--- src/rtl/sdac_pkg.sv ---
package sdac_pkg;
    parameter int FRAME_BITS   = 24;
    parameter int CODE_W       = 16;
    parameter int MODE_W       = 2;
    parameter int COARSE_BITS  = 4;

    localparam int SEG_N    = (1 << COARSE_BITS) - 1;
    localparam int LAD_W    = CODE_W - COARSE_BITS;
    localparam int CNT_W    = $clog2(FRAME_BITS + 1);
    localparam int MODE_LSB = CODE_W;
    localparam logic [CODE_W-1:0] CODE_MID = CODE_W'(1) << (CODE_W - 1);

    typedef enum logic [1:0] {
        MODE_NORMAL   = 2'b00,
        MODE_GND_1K   = 2'b01,
        MODE_GND_100K = 2'b10,
        MODE_TRISTATE = 2'b11
    } term_mode_e;

    typedef enum logic [1:0] {
        FS_READY = 2'b00,
        FS_SHIFT = 2'b01,
        FS_DONE  = 2'b10
    } frame_st_e;

    typedef struct packed {
        frame_st_e             st;
        logic [CNT_W-1:0]      cnt;
        logic [FRAME_BITS-1:0] sr;
        logic                  sclk_prev;
        logic                  strobe;
    } frame_s;

    typedef struct packed {
        logic [CODE_W-1:0] code;
        logic [MODE_W-1:0] mode;
        logic              commit;
    } core_s;
endpackage

--- src/rtl/sdac_sync.sv ---
module sdac_sync #(
    parameter int                WIDTH   = 3,
    parameter int                STAGES  = 2,
    parameter logic [WIDTH-1:0]  RST_VAL = '0
) (
    input  logic             clk,
    input  logic             rst_n,
    input  logic [WIDTH-1:0] async_i,
    output logic [WIDTH-1:0] sync_o
);
    logic [STAGES-1:0][WIDTH-1:0] pipe_d, pipe_q;

    always_comb begin
        pipe_d[0] = async_i;
        for (int s = 1; s < STAGES; s++) begin
            pipe_d[s] = pipe_q[s-1];
        end
    end

    always_ff @(posedge clk or negedge rst_n) begin
        if (!rst_n) pipe_q <= {STAGES{RST_VAL}};
        else        pipe_q <= pipe_d;
    end

    assign sync_o = pipe_q[STAGES-1];
endmodule

--- src/rtl/sdac_frame.sv ---
module sdac_frame
    import sdac_pkg::*;
(
    input  logic                  clk,
    input  logic                  rst_n,
    input  logic                  sel_n_s,
    input  logic                  sclk_s,
    input  logic                  sdi_s,
    output logic [FRAME_BITS-1:0] frame_o,
    output logic                  strobe_o
);
    frame_s fr_d, fr_q;
    logic   sclk_fall;

    always_comb begin
        fr_d           = fr_q;
        fr_d.strobe    = 1'b0;
        fr_d.sclk_prev = sclk_s;
        sclk_fall      = fr_q.sclk_prev & ~sclk_s;
        unique case (fr_q.st)
            FS_READY: begin
                if (!sel_n_s) begin
                    fr_d.st  = FS_SHIFT;
                    fr_d.cnt = '0;
                    fr_d.sr  = '0;
                end
            end
            FS_SHIFT: begin
                if (sel_n_s) begin
                    fr_d.st  = FS_READY;
                    fr_d.cnt = '0;
                    fr_d.sr  = '0;
                end else if (sclk_fall) begin
                    fr_d.sr = {fr_q.sr[FRAME_BITS-2:0], sdi_s};
                    if (fr_q.cnt == CNT_W'(FRAME_BITS - 1)) begin
                        fr_d.st     = FS_DONE;
                        fr_d.cnt    = '0;
                        fr_d.strobe = 1'b1;
                    end else begin
                        fr_d.cnt = fr_q.cnt + 1'b1;
                    end
                end
            end
            FS_DONE: begin
                if (sel_n_s) fr_d.st = FS_READY;
            end
            default: fr_d.st = FS_READY;
        endcase
    end

    always_ff @(posedge clk or negedge rst_n) begin
        if (!rst_n) begin
            fr_q.st        <= FS_READY;
            fr_q.cnt       <= '0;
            fr_q.sr        <= '0;
            fr_q.sclk_prev <= 1'b0;
            fr_q.strobe    <= 1'b0;
        end else begin
            fr_q <= fr_d;
        end
    end

    assign frame_o  = fr_q.sr;
    assign strobe_o = fr_q.strobe;
endmodule

--- src/rtl/sdac_core_reg.sv ---
module sdac_core_reg
    import sdac_pkg::*;
(
    input  logic                  clk,
    input  logic                  rst_n,
    input  logic [FRAME_BITS-1:0] frame_i,
    input  logic                  strobe_i,
    output logic [CODE_W-1:0]     code_o,
    output logic [MODE_W-1:0]     mode_o,
    output logic                  commit_o
);
    core_s cr_d, cr_q;

    always_comb begin
        cr_d        = cr_q;
        cr_d.commit = strobe_i;
        if (strobe_i) begin
            cr_d.code = frame_i[CODE_W-1:0];
            cr_d.mode = frame_i[MODE_LSB +: MODE_W];
        end
    end

    always_ff @(posedge clk or negedge rst_n) begin
        if (!rst_n) begin
            cr_q.code   <= CODE_MID;
            cr_q.mode   <= MODE_W'(MODE_NORMAL);
            cr_q.commit <= 1'b0;
        end else begin
            cr_q <= cr_d;
        end
    end

    assign code_o   = cr_q.code;
    assign mode_o   = cr_q.mode;
    assign commit_o = cr_q.commit;
endmodule

--- src/rtl/sdac_decode.sv ---
module sdac_decode
    import sdac_pkg::*;
(
    input  logic [CODE_W-1:0] code_i,
    output logic [SEG_N-1:0]  seg_en_o,
    output logic [LAD_W-1:0]  ladder_o
);
    logic [COARSE_BITS-1:0] coarse;

    assign coarse   = code_i[CODE_W-1 -: COARSE_BITS];
    assign ladder_o = code_i[LAD_W-1:0];

    for (genvar g = 0; g < SEG_N; g++) begin : g_seg
        assign seg_en_o[g] = (coarse > COARSE_BITS'(g));
    end
endmodule

--- src/rtl/seg_dac_serial_if.sv ---
module seg_dac_serial_if
    import sdac_pkg::*;
(
    input  logic              clk,
    input  logic              rst_n,
    input  logic              sel_n_i,
    input  logic              sclk_i,
    input  logic              sdi_i,
    output logic [SEG_N-1:0]  seg_en_o,
    output logic [LAD_W-1:0]  ladder_o,
    output logic [CODE_W-1:0] code_o,
    output logic [MODE_W-1:0] mode_o,
    output logic              commit_o
);
    logic [2:0]            pins_s;
    logic [FRAME_BITS-1:0] frame;
    logic                  strobe;

    sdac_sync #(.WIDTH(3), .STAGES(2), .RST_VAL(3'b100)) u_sync (
        .clk     (clk),
        .rst_n   (rst_n),
        .async_i ({sel_n_i, sclk_i, sdi_i}),
        .sync_o  (pins_s)
    );

    sdac_frame u_frame (
        .clk      (clk),
        .rst_n    (rst_n),
        .sel_n_s  (pins_s[2]),
        .sclk_s   (pins_s[1]),
        .sdi_s    (pins_s[0]),
        .frame_o  (frame),
        .strobe_o (strobe)
    );

    sdac_core_reg u_core (
        .clk      (clk),
        .rst_n    (rst_n),
        .frame_i  (frame),
        .strobe_i (strobe),
        .code_o   (code_o),
        .mode_o   (mode_o),
        .commit_o (commit_o)
    );

    sdac_decode u_dec (
        .code_i   (code_o),
        .seg_en_o (seg_en_o),
        .ladder_o (ladder_o)
    );
endmodule

--- config.mk ---
export PLATFORM = sky130hd
export DESIGN_NAME = seg_dac_serial_if
export DESIGN_NICKNAME = d
export VERILOG_FILES = /design/src/rtl/sdac_pkg.sv /design/src/rtl/sdac_sync.sv /design/src/rtl/sdac_frame.sv /design/src/rtl/sdac_core_reg.sv /design/src/rtl/sdac_decode.sv /design/src/rtl/seg_dac_serial_if.sv
export SDC_FILE = /design/constraint.sdc
export NUM_CORES = 1
export LEC_CHECK = 0
export ABC_AREA = 1
export ABC_CLOCK_PERIOD_IN_PS = 2850
export BUFFER_PORTS_ARGS = -buffer_cell sky130_fd_sc_hd__buf_2
export CORE_AREA = 2 2 65 67
export CTS_CLUSTER_DIAMETER = 60
export DETAILED_ROUTE_END_ITERATION = 10
export DIE_AREA = 0 0 67 69
export GPL_TIMING_DRIVEN = 0
export PLACE_DENSITY = 0.82
export SYNTH_ARGS = -nofsm -noshare
export SYNTH_HDL_FRONTEND = slang
export SYNTH_SLANG_ARGS = --single-unit
--- constraint.sdc ---
create_clock -name clk -period 2.85 [get_ports clk]
set_input_delay 0.57 -clock clk [delete_from_list [all_inputs] [get_ports clk]]
set_output_delay 0.57 -clock clk [all_outputs]
set_load 0.005 [all_outputs]
# Word-level counts from Yosys, hierarchy flattened
# Index checks and enable logic that the tools add are counted.
[totals] mem_count=0 ramBits=0 regBits=57 romBits=0 elab_cells=51 input_bits=5 out_inout_bits=46 latchBits=0
[op_classes] n_shift=0 addsub=1 div_mod_pow=0 n_lt_le_gt_ge=15 n_eq_ne=7 multipliers=0 reduce_logical=4 n_bitwise=2 n_mux=12
[op_table] cell="$mux W31" n=3
[op_table] cell="$pmux W29 S2" n=1
[op_table] cell="$gt A4 B4 Y1 const B" n=7
[op_table] cell="$gt A4 B3 Y1 const B" n=4
[op_table] cell="$gt A4 B1 Y1 const B" n=2
[op_table] cell="$gt A4 B2 Y1 const B" n=2
[op_table] cell="$ne A3 B2 Y1 const B" n=2
[op_table] cell="$pmux W2 S3" n=1
[op_table] cell="$add A5 B1 Y5 const B" n=1
[op_table] cell="$eq A5 B5 Y1 const B" n=1
[op_table] cell="$mux W5" n=1
[op_table] cell="$mux W1" n=4
[op_table] cell="$mux W2" n=2
[op_table] cell="$ne A2 B2 Y1 const B" n=2
[op_table] cell="$reduce_and A4 Y1" n=1
[op_table] cell="$reduce_and A3 Y1" n=1
[op_table] cell="$eq A2 B1 Y1 const B" n=1
[op_table] cell="$eq A2 B2 Y1 const B" n=1
[op_table] cell="$logic_not A2 Y1" n=1
[op_table] cell="$reduce_bool A2 Y1" n=1
[op_table] cell="$and A1 B1 Y1" n=1
[op_table] cell="$not A1 Y1" n=1

# Depth between registers and ports, before layout
[logic_depth] word_depth=5 mapped_depth=7

# By module
# Synthesis repeated with hierarchy kept, for this count alone.
[hier_totals] hier_cells=307 area_unflattened_um2=2721.4
[modules_own_cells] mod="sdac_frame" cells_each=186 area_each_um2=1626.6 instances=1
[modules_own_cells] mod="sdac_core_reg" cells_each=77 area_each_um2=737.0 instances=1
[modules_own_cells] mod="sdac_decode" cells_each=38 area_each_um2=205.2 instances=1
[modules_own_cells] mod="sdac_sync" cells_each=6 area_each_um2=152.6 instances=1

# Worst setup path before layout
# No wires, ideal clock.
[synth_path] kind="flip-flop to output port" from="register u_core.cr_q (netlist bit u_core.code_o[15])" to="output port seg_en_o[14]" slack_ns=1.448 t_arrival_ns=0.832 path_stages_with_launch=3 n_path_buf=0 path_cell_list="dfstp_2 -> nand2_1 -> nor3_1"
[synth_between] elab_chain_len=1
[synth_rtl] element="start, declared" line="sdac_core_reg.sv:12" source="core_s cr_d, cr_q;"
[synth_rtl] element="start signal, assigned" line="sdac_core_reg.sv:29" source="cr_q <= cr_d;"
[synth_rtl] element="$gt A4 B4 Y1" line="sdac_decode.sv:14" source="assign seg_en_o[g] = (coarse > COARSE_BITS'(g));"
[synth_rtl] element="end, declared" line="seg_dac_serial_if.sv:9" source="output logic [SEG_N-1:0] seg_en_o,"
# Every way passes these cells.

# Worst setup path in the final report
# Ends and elaborated chain as after synthesis.

==> report_table.html <==
<table>
<tr><th>Metric</th><th>Value</th></tr>
<tr><th colspan="2">Status</th></tr>
<tr><td>Outcome</td><td>complete, no violations</td></tr>
<tr><th colspan="2">Place</th></tr>
<tr><td>Hpwl dp</td><td>2800 microns</td></tr>
<tr><td>Buffers on Ports</td><td>50</td></tr>
<tr><td>Last weighted congestion value of the routability-driven placer</td><td>0.819</td></tr>
<tr><th colspan="2">Die</th></tr>
<tr><td>Site Rows</td><td>23</td></tr>
<tr><td>Die area</td><td>4620 sq um</td></tr>
<tr><td>Core footprint</td><td>3910 sq um</td></tr>
<tr><td>Die Y</td><td>69 microns</td></tr>
<tr><td>Initial Util</td><td>55.4%</td></tr>
<tr><td>Die extent in x</td><td>67 microns</td></tr>
<tr><td>I/O pin cnt</td><td>51</td></tr>
<tr><th colspan="2">Route</th></tr>
<tr><td>DRC violation total after the first TritonRoute iteration</td><td>112</td></tr>
<tr><td>Average routed wire per standard cell</td><td>11.8 microns</td></tr>
<tr><td>Detailed-route via count</td><td>1677</td></tr>
<tr><td>Number of vias per cell after detailed routing</td><td>4.99</td></tr>
<tr><td>Drt first pass iters</td><td>4</td></tr>
<tr><td>Antenna Violating Nets Remaining</td><td>0</td></tr>
<tr><td>Post-Route WL</td><td>3970 microns</td></tr>
<tr><td>Number of DRC violations after detailed routing</td><td>0</td></tr>
<tr><th colspan="2">Global routing</th></tr>
<tr><td>Largest net degree at the start of global routing</td><td>53</td></tr>
<tr><td>Overall track demand over capacity in global routing</td><td>18.7%</td></tr>
<tr><td>Antenna violations before repair</td><td>0</td></tr>
<tr><td>Via count of the first global-routing pass</td><td>1559</td></tr>
<tr><td>Wire length of the first global-routing pass</td><td>6620 microns</td></tr>
<tr><td>Overall overflow remaining after global route</td><td>0</td></tr>
<tr><th colspan="2">Setup path</th></tr>
<tr><td>Reg2reg setup slack</td><td>1460 ps</td></tr>
<tr><td>Startpoint kind of the worst setup timing path</td><td>register</td></tr>
<tr><td>Required @ worst endpoint</td><td>2280 ps</td></tr>
<tr><td>Type of element capturing the critical path</td><td>output pin</td></tr>
<tr><td>Worst flop-to-flop path endpoint</td><td>u_frame.fr_q[27]</td></tr>
<tr><td>Highest net fanout along the worst path</td><td>6</td></tr>
<tr><td>Number of cells on the worst reg-to-reg path</td><td>6</td></tr>
<tr><td>Arrival time reported for the critical path endpoint</td><td>1290 ps</td></tr>
<tr><td>Worst setup path class</td><td>reg2out</td></tr>
<tr><td>R2R Path Start</td><td>u_sync.sync_o[2]</td></tr>
<tr><th colspan="2">Pwr</th></tr>
<tr><td>Leakage power</td><td>1.38 nW</td></tr>
<tr><td>Total power of the final layout</td><td>0.00138 W</td></tr>
<tr><td>Largest vdd supply drop</td><td>0.000523 V</td></tr>
<tr><td>Net Switching</td><td>0.000375 W</td></tr>
<tr><td>Power density relative to cell area</td><td>539 nW/um^2</td></tr>
<tr><td>Internal Dissipation</td><td>0.00101 W</td></tr>
<tr><td>Part of the power in the clock network</td><td>30.3%</td></tr>
<tr><td>Sequential Power Share</td><td>57.0%</td></tr>
<tr><td>Fraction of power spent switching nets</td><td>27.1%</td></tr>
<tr><td>Gate power share</td><td>12.7%</td></tr>
<tr><th colspan="2">Clock network</th></tr>
<tr><td>Post-cts hold buffer count</td><td>0</td></tr>
<tr><td>Clock slew seen by the registers of the worst setup and hold paths</td><td>80 ps</td></tr>
<tr><td>Later-pin clock latency in the skew report</td><td>300 ps</td></tr>
<tr><td>TritonCTS sink count</td><td>52</td></tr>
<tr><td>Post-cts sizing count</td><td>0</td></tr>
<tr><td>Clock tree from TritonCTS</td><td>yes</td></tr>
<tr><td>Clk buf depth</td><td>2</td></tr>
<tr><td>TritonCTS buffer count</td><td>5</td></tr>
<tr><td>Number of buffers inserted to repair setup after CTS</td><td>0</td></tr>
<tr><td>Master cell of the clock root buffer</td><td>sky130_fd_sc_hd__clkbuf_8</td></tr>
<tr><td>H-Tree Level Count</td><td>2</td></tr>
<tr><th colspan="2">Hold path</th></tr>
<tr><td>Hold endpoint</td><td>u_sync.sync_o[1]</td></tr>
<tr><td>Worst hold start</td><td>u_sync.pipe_d[4]</td></tr>
<tr><td>Type of the most critical hold path</td><td>reg2reg</td></tr>
<tr><td>Instance count along the most critical hold path</td><td>0</td></tr>
<tr><th colspan="2">Timing</th></tr>
<tr><td>Unrepaired setup endpoints after global routing</td><td>no</td></tr>
<tr><td>Final clock skew</td><td>8.94 ps</td></tr>
<tr><td>Final Max Slew Viols</td><td>0</td></tr>
<tr><td>Timing-limited maximum frequency</td><td>538 MHz</td></tr>
<tr><td>Final worst path period need</td><td>1860 ps</td></tr>
<tr><td>Setup TNS</td><td>0 ps</td></tr>
<tr><td>Final hold viol count</td><td>0</td></tr>
<tr><td>Fin crit share</td><td>65.2%</td></tr>
<tr><td>Setup violations, final</td><td>0</td></tr>
<tr><td>Worst Max-Slew Pin Slew</td><td>1130 ps</td></tr>
<tr><td>Relative max-transition margin</td><td>24.9%</td></tr>
<tr><th colspan="2">Synthesis</th></tr>
<tr><td>Number of instances in the synthesized netlist</td><td>228</td></tr>
<tr><td>Per-instance average area after synthesis</td><td>9.50 sq um</td></tr>
<tr><td>Number of nets in the synthesized netlist</td><td>234</td></tr>
<tr><td>Distinct cell type count of the synthesized netlist</td><td>27</td></tr>
<tr><td>Cell area after synthesis</td><td>2170 sq um</td></tr>
<tr><td>Register bit count reported by yosys</td><td>52</td></tr>
<tr><td>Seq/Total Area, Yosys</td><td>60.2%</td></tr>
<tr><td>Number of warnings printed during yosys synthesis</td><td>0</td></tr>
<tr><th colspan="2">Final layout</th></tr>
<tr><td>Antenna diode instance count</td><td>0</td></tr>
<tr><td>Layout net count</td><td>291</td></tr>
<tr><td>Fraction of layout cells with a size suffix above 1</td><td>29.4%</td></tr>
<tr><td>Area Growth Syn to Fin</td><td>18.6%</td></tr>
<tr><th colspan="2">Job</th></tr>
<tr><td>Number of max-capacitance violations reported</td><td>0</td></tr>
</table>
-- layout make-up --
type	instances	area [sq um]
buffer	19	125
multi-input combinational	127	624
fill	323	1340
clock buffer	8	90.1
inverter	30	113
timing repair buffer	50	250
sequential	52	1310
tap	50	62.6
-- metal layers --
layer  global-route usage, %  vias to the layer above  wire, microns
met5                       0                        -              0
met4                    8.39                        0             65
met2                    30.3                       53           1900
li1                        -                      826              -
met3                    5.38                        7            241
met1                    22.9                      791           1760
-- state kept, by name, summed over array words and instances (netlist names) --
signal	count
u_frame.strobe_o	1
u_frame.frame_o	18
u_frame.fr_q	8
u_sync.sync_o	3
u_core.mode_o	2
u_core.commit_o	1
u_sync.pipe_d	3
u_core.code_o	16
-- how the worst max path moves through the flow --
| stage | end | cells after the start | start |
|---|---|---|---|
| 2_1_floorplan | seg_en_o[14] | 2 | u_core.code_o[15] |
| 3_3_place_gp | u_core.commit_o | 1 | rst_n |
| 3_5_place_dp | u_core.commit_o | 1 | rst_n |
| 4_1_cts | seg_en_o[14] | 3 | u_core.code_o[15] |
| 5_1_grt | seg_en_o[14] | 3 | u_core.code_o[15] |
| 6_report | seg_en_o[14] | 3 | u_core.code_o[15] |
-- cells in the mapped netlist --
| cell | count | area share [%] |
|---|---|---|
| sky130_fd_sc_hd__a21oi_1 | 12 | 2.8 |
| sky130_fd_sc_hd__a21oi_2 | 1 | 0.40 |
| sky130_fd_sc_hd__a31oi_1 | 1 | 0.29 |
| sky130_fd_sc_hd__buf_2 | 1 | 0.23 |
| sky130_fd_sc_hd__buf_4 | 12 | 4.2 |
| sky130_fd_sc_hd__buf_6 | 1 | 0.52 |
| sky130_fd_sc_hd__clkbuf_1 | 5 | 0.87 |
| sky130_fd_sc_hd__dfrtp_1 | 49 | 57 |
| sky130_fd_sc_hd__dfstp_2 | 3 | 3.6 |
| sky130_fd_sc_hd__ha_1 | 1 | 0.58 |
| sky130_fd_sc_hd__inv_1 | 28 | 4.8 |
| sky130_fd_sc_hd__inv_2 | 2 | 0.35 |
| sky130_fd_sc_hd__mux2_2 | 3 | 1.6 |
| sky130_fd_sc_hd__nand2_1 | 41 | 7.1 |
| sky130_fd_sc_hd__nand2_2 | 1 | 0.29 |
| sky130_fd_sc_hd__nand3_1 | 4 | 0.92 |
| sky130_fd_sc_hd__nand3_2 | 1 | 0.46 |
| sky130_fd_sc_hd__nand3b_1 | 1 | 0.35 |
| sky130_fd_sc_hd__nand4_1 | 6 | 1.7 |
| sky130_fd_sc_hd__nand4_2 | 1 | 0.58 |
| sky130_fd_sc_hd__nor2_1 | 20 | 3.5 |
| sky130_fd_sc_hd__nor2_2 | 2 | 0.58 |
| sky130_fd_sc_hd__nor3_1 | 1 | 0.23 |
| sky130_fd_sc_hd__o21ai_0 | 11 | 2.5 |
| sky130_fd_sc_hd__o21ai_1 | 18 | 4.2 |
| sky130_fd_sc_hd__o32ai_1 | 1 | 0.40 |
| sky130_fd_sc_hd__xor2_1 | 1 | 0.40 |
-- critical path: stages (launching register included) --
cell and delay, ps:
sky130_fd_sc_hd__dfstp_2 570, sky130_fd_sc_hd__nand2_1 130, sky130_fd_sc_hd__nor3_1 150, sky130_fd_sc_hd__buf_2 140
-- cell families (layout without fill, tap and decap cells) --
family          count (synthesis)  in the layout  share of synthesized area, %
simple gates                   78             78                          15.7
flops                          52             52                          60.2
buf+inv                        49            107                          11.0
compound gates                 44             44                          10.6
mux                             3              3                          1.56
fa+ha+maj                       1              1                         0.577
xor+xnor                        1              1                         0.404
-- cells in the final DEF (no fill, tap or decap), drive strengths merged --
master,synthesis,final
a21oi,13,13
a31oi,1,1
buf,14,64
clkbuf,5,13
dfrtp,49,49
dfstp,3,3
ha,1,1
inv,30,30
mux2,3,3
nand2,42,42
nand3,5,5
nand3b,1,1
nand4,7,7
nor2,22,22
nor3,1,1
o21ai,29,29
o32ai,1,1
xor2,1,1
-- stage by stage --
| stage | hold WS, ps | instances | utilization, % | setup WS, ps | instance area, sq um |
|---|---|---|---|---|---|
| floorplan | 274 | 228 | - | 1450 | 2170 |
| global placement | 333 | 328 | 63.4 | 1290 | 2480 |
| detailed placement | 343 | 328 | 63.4 | 1260 | 2480 |
| CTS | 352 | 336 | 65.7 | 977 | 2570 |
| global route | 351 | 336 | 65.7 | 877 | 2570 |
| finish | 357 | 336 | 65.7 | 991 | 2570 |
-- power groups by stage --
stage | combinational, W | clock [W] | sequential, W
4_1_cts | 0.000180 | 0.000435 | 0.000789
2_1_floorplan | 0.000123 | 0 | 0.000797
3_5_place_dp | 0.000179 | 0 | 0.000803
5_1_grt | 0.000202 | 0.000463 | 0.000792
3_3_place_gp | 0.000171 | 0 | 0.000801
6_report | 0.000176 | 0.000419 | 0.000790
Note: power is estimated with default switching activity, not from simulation.
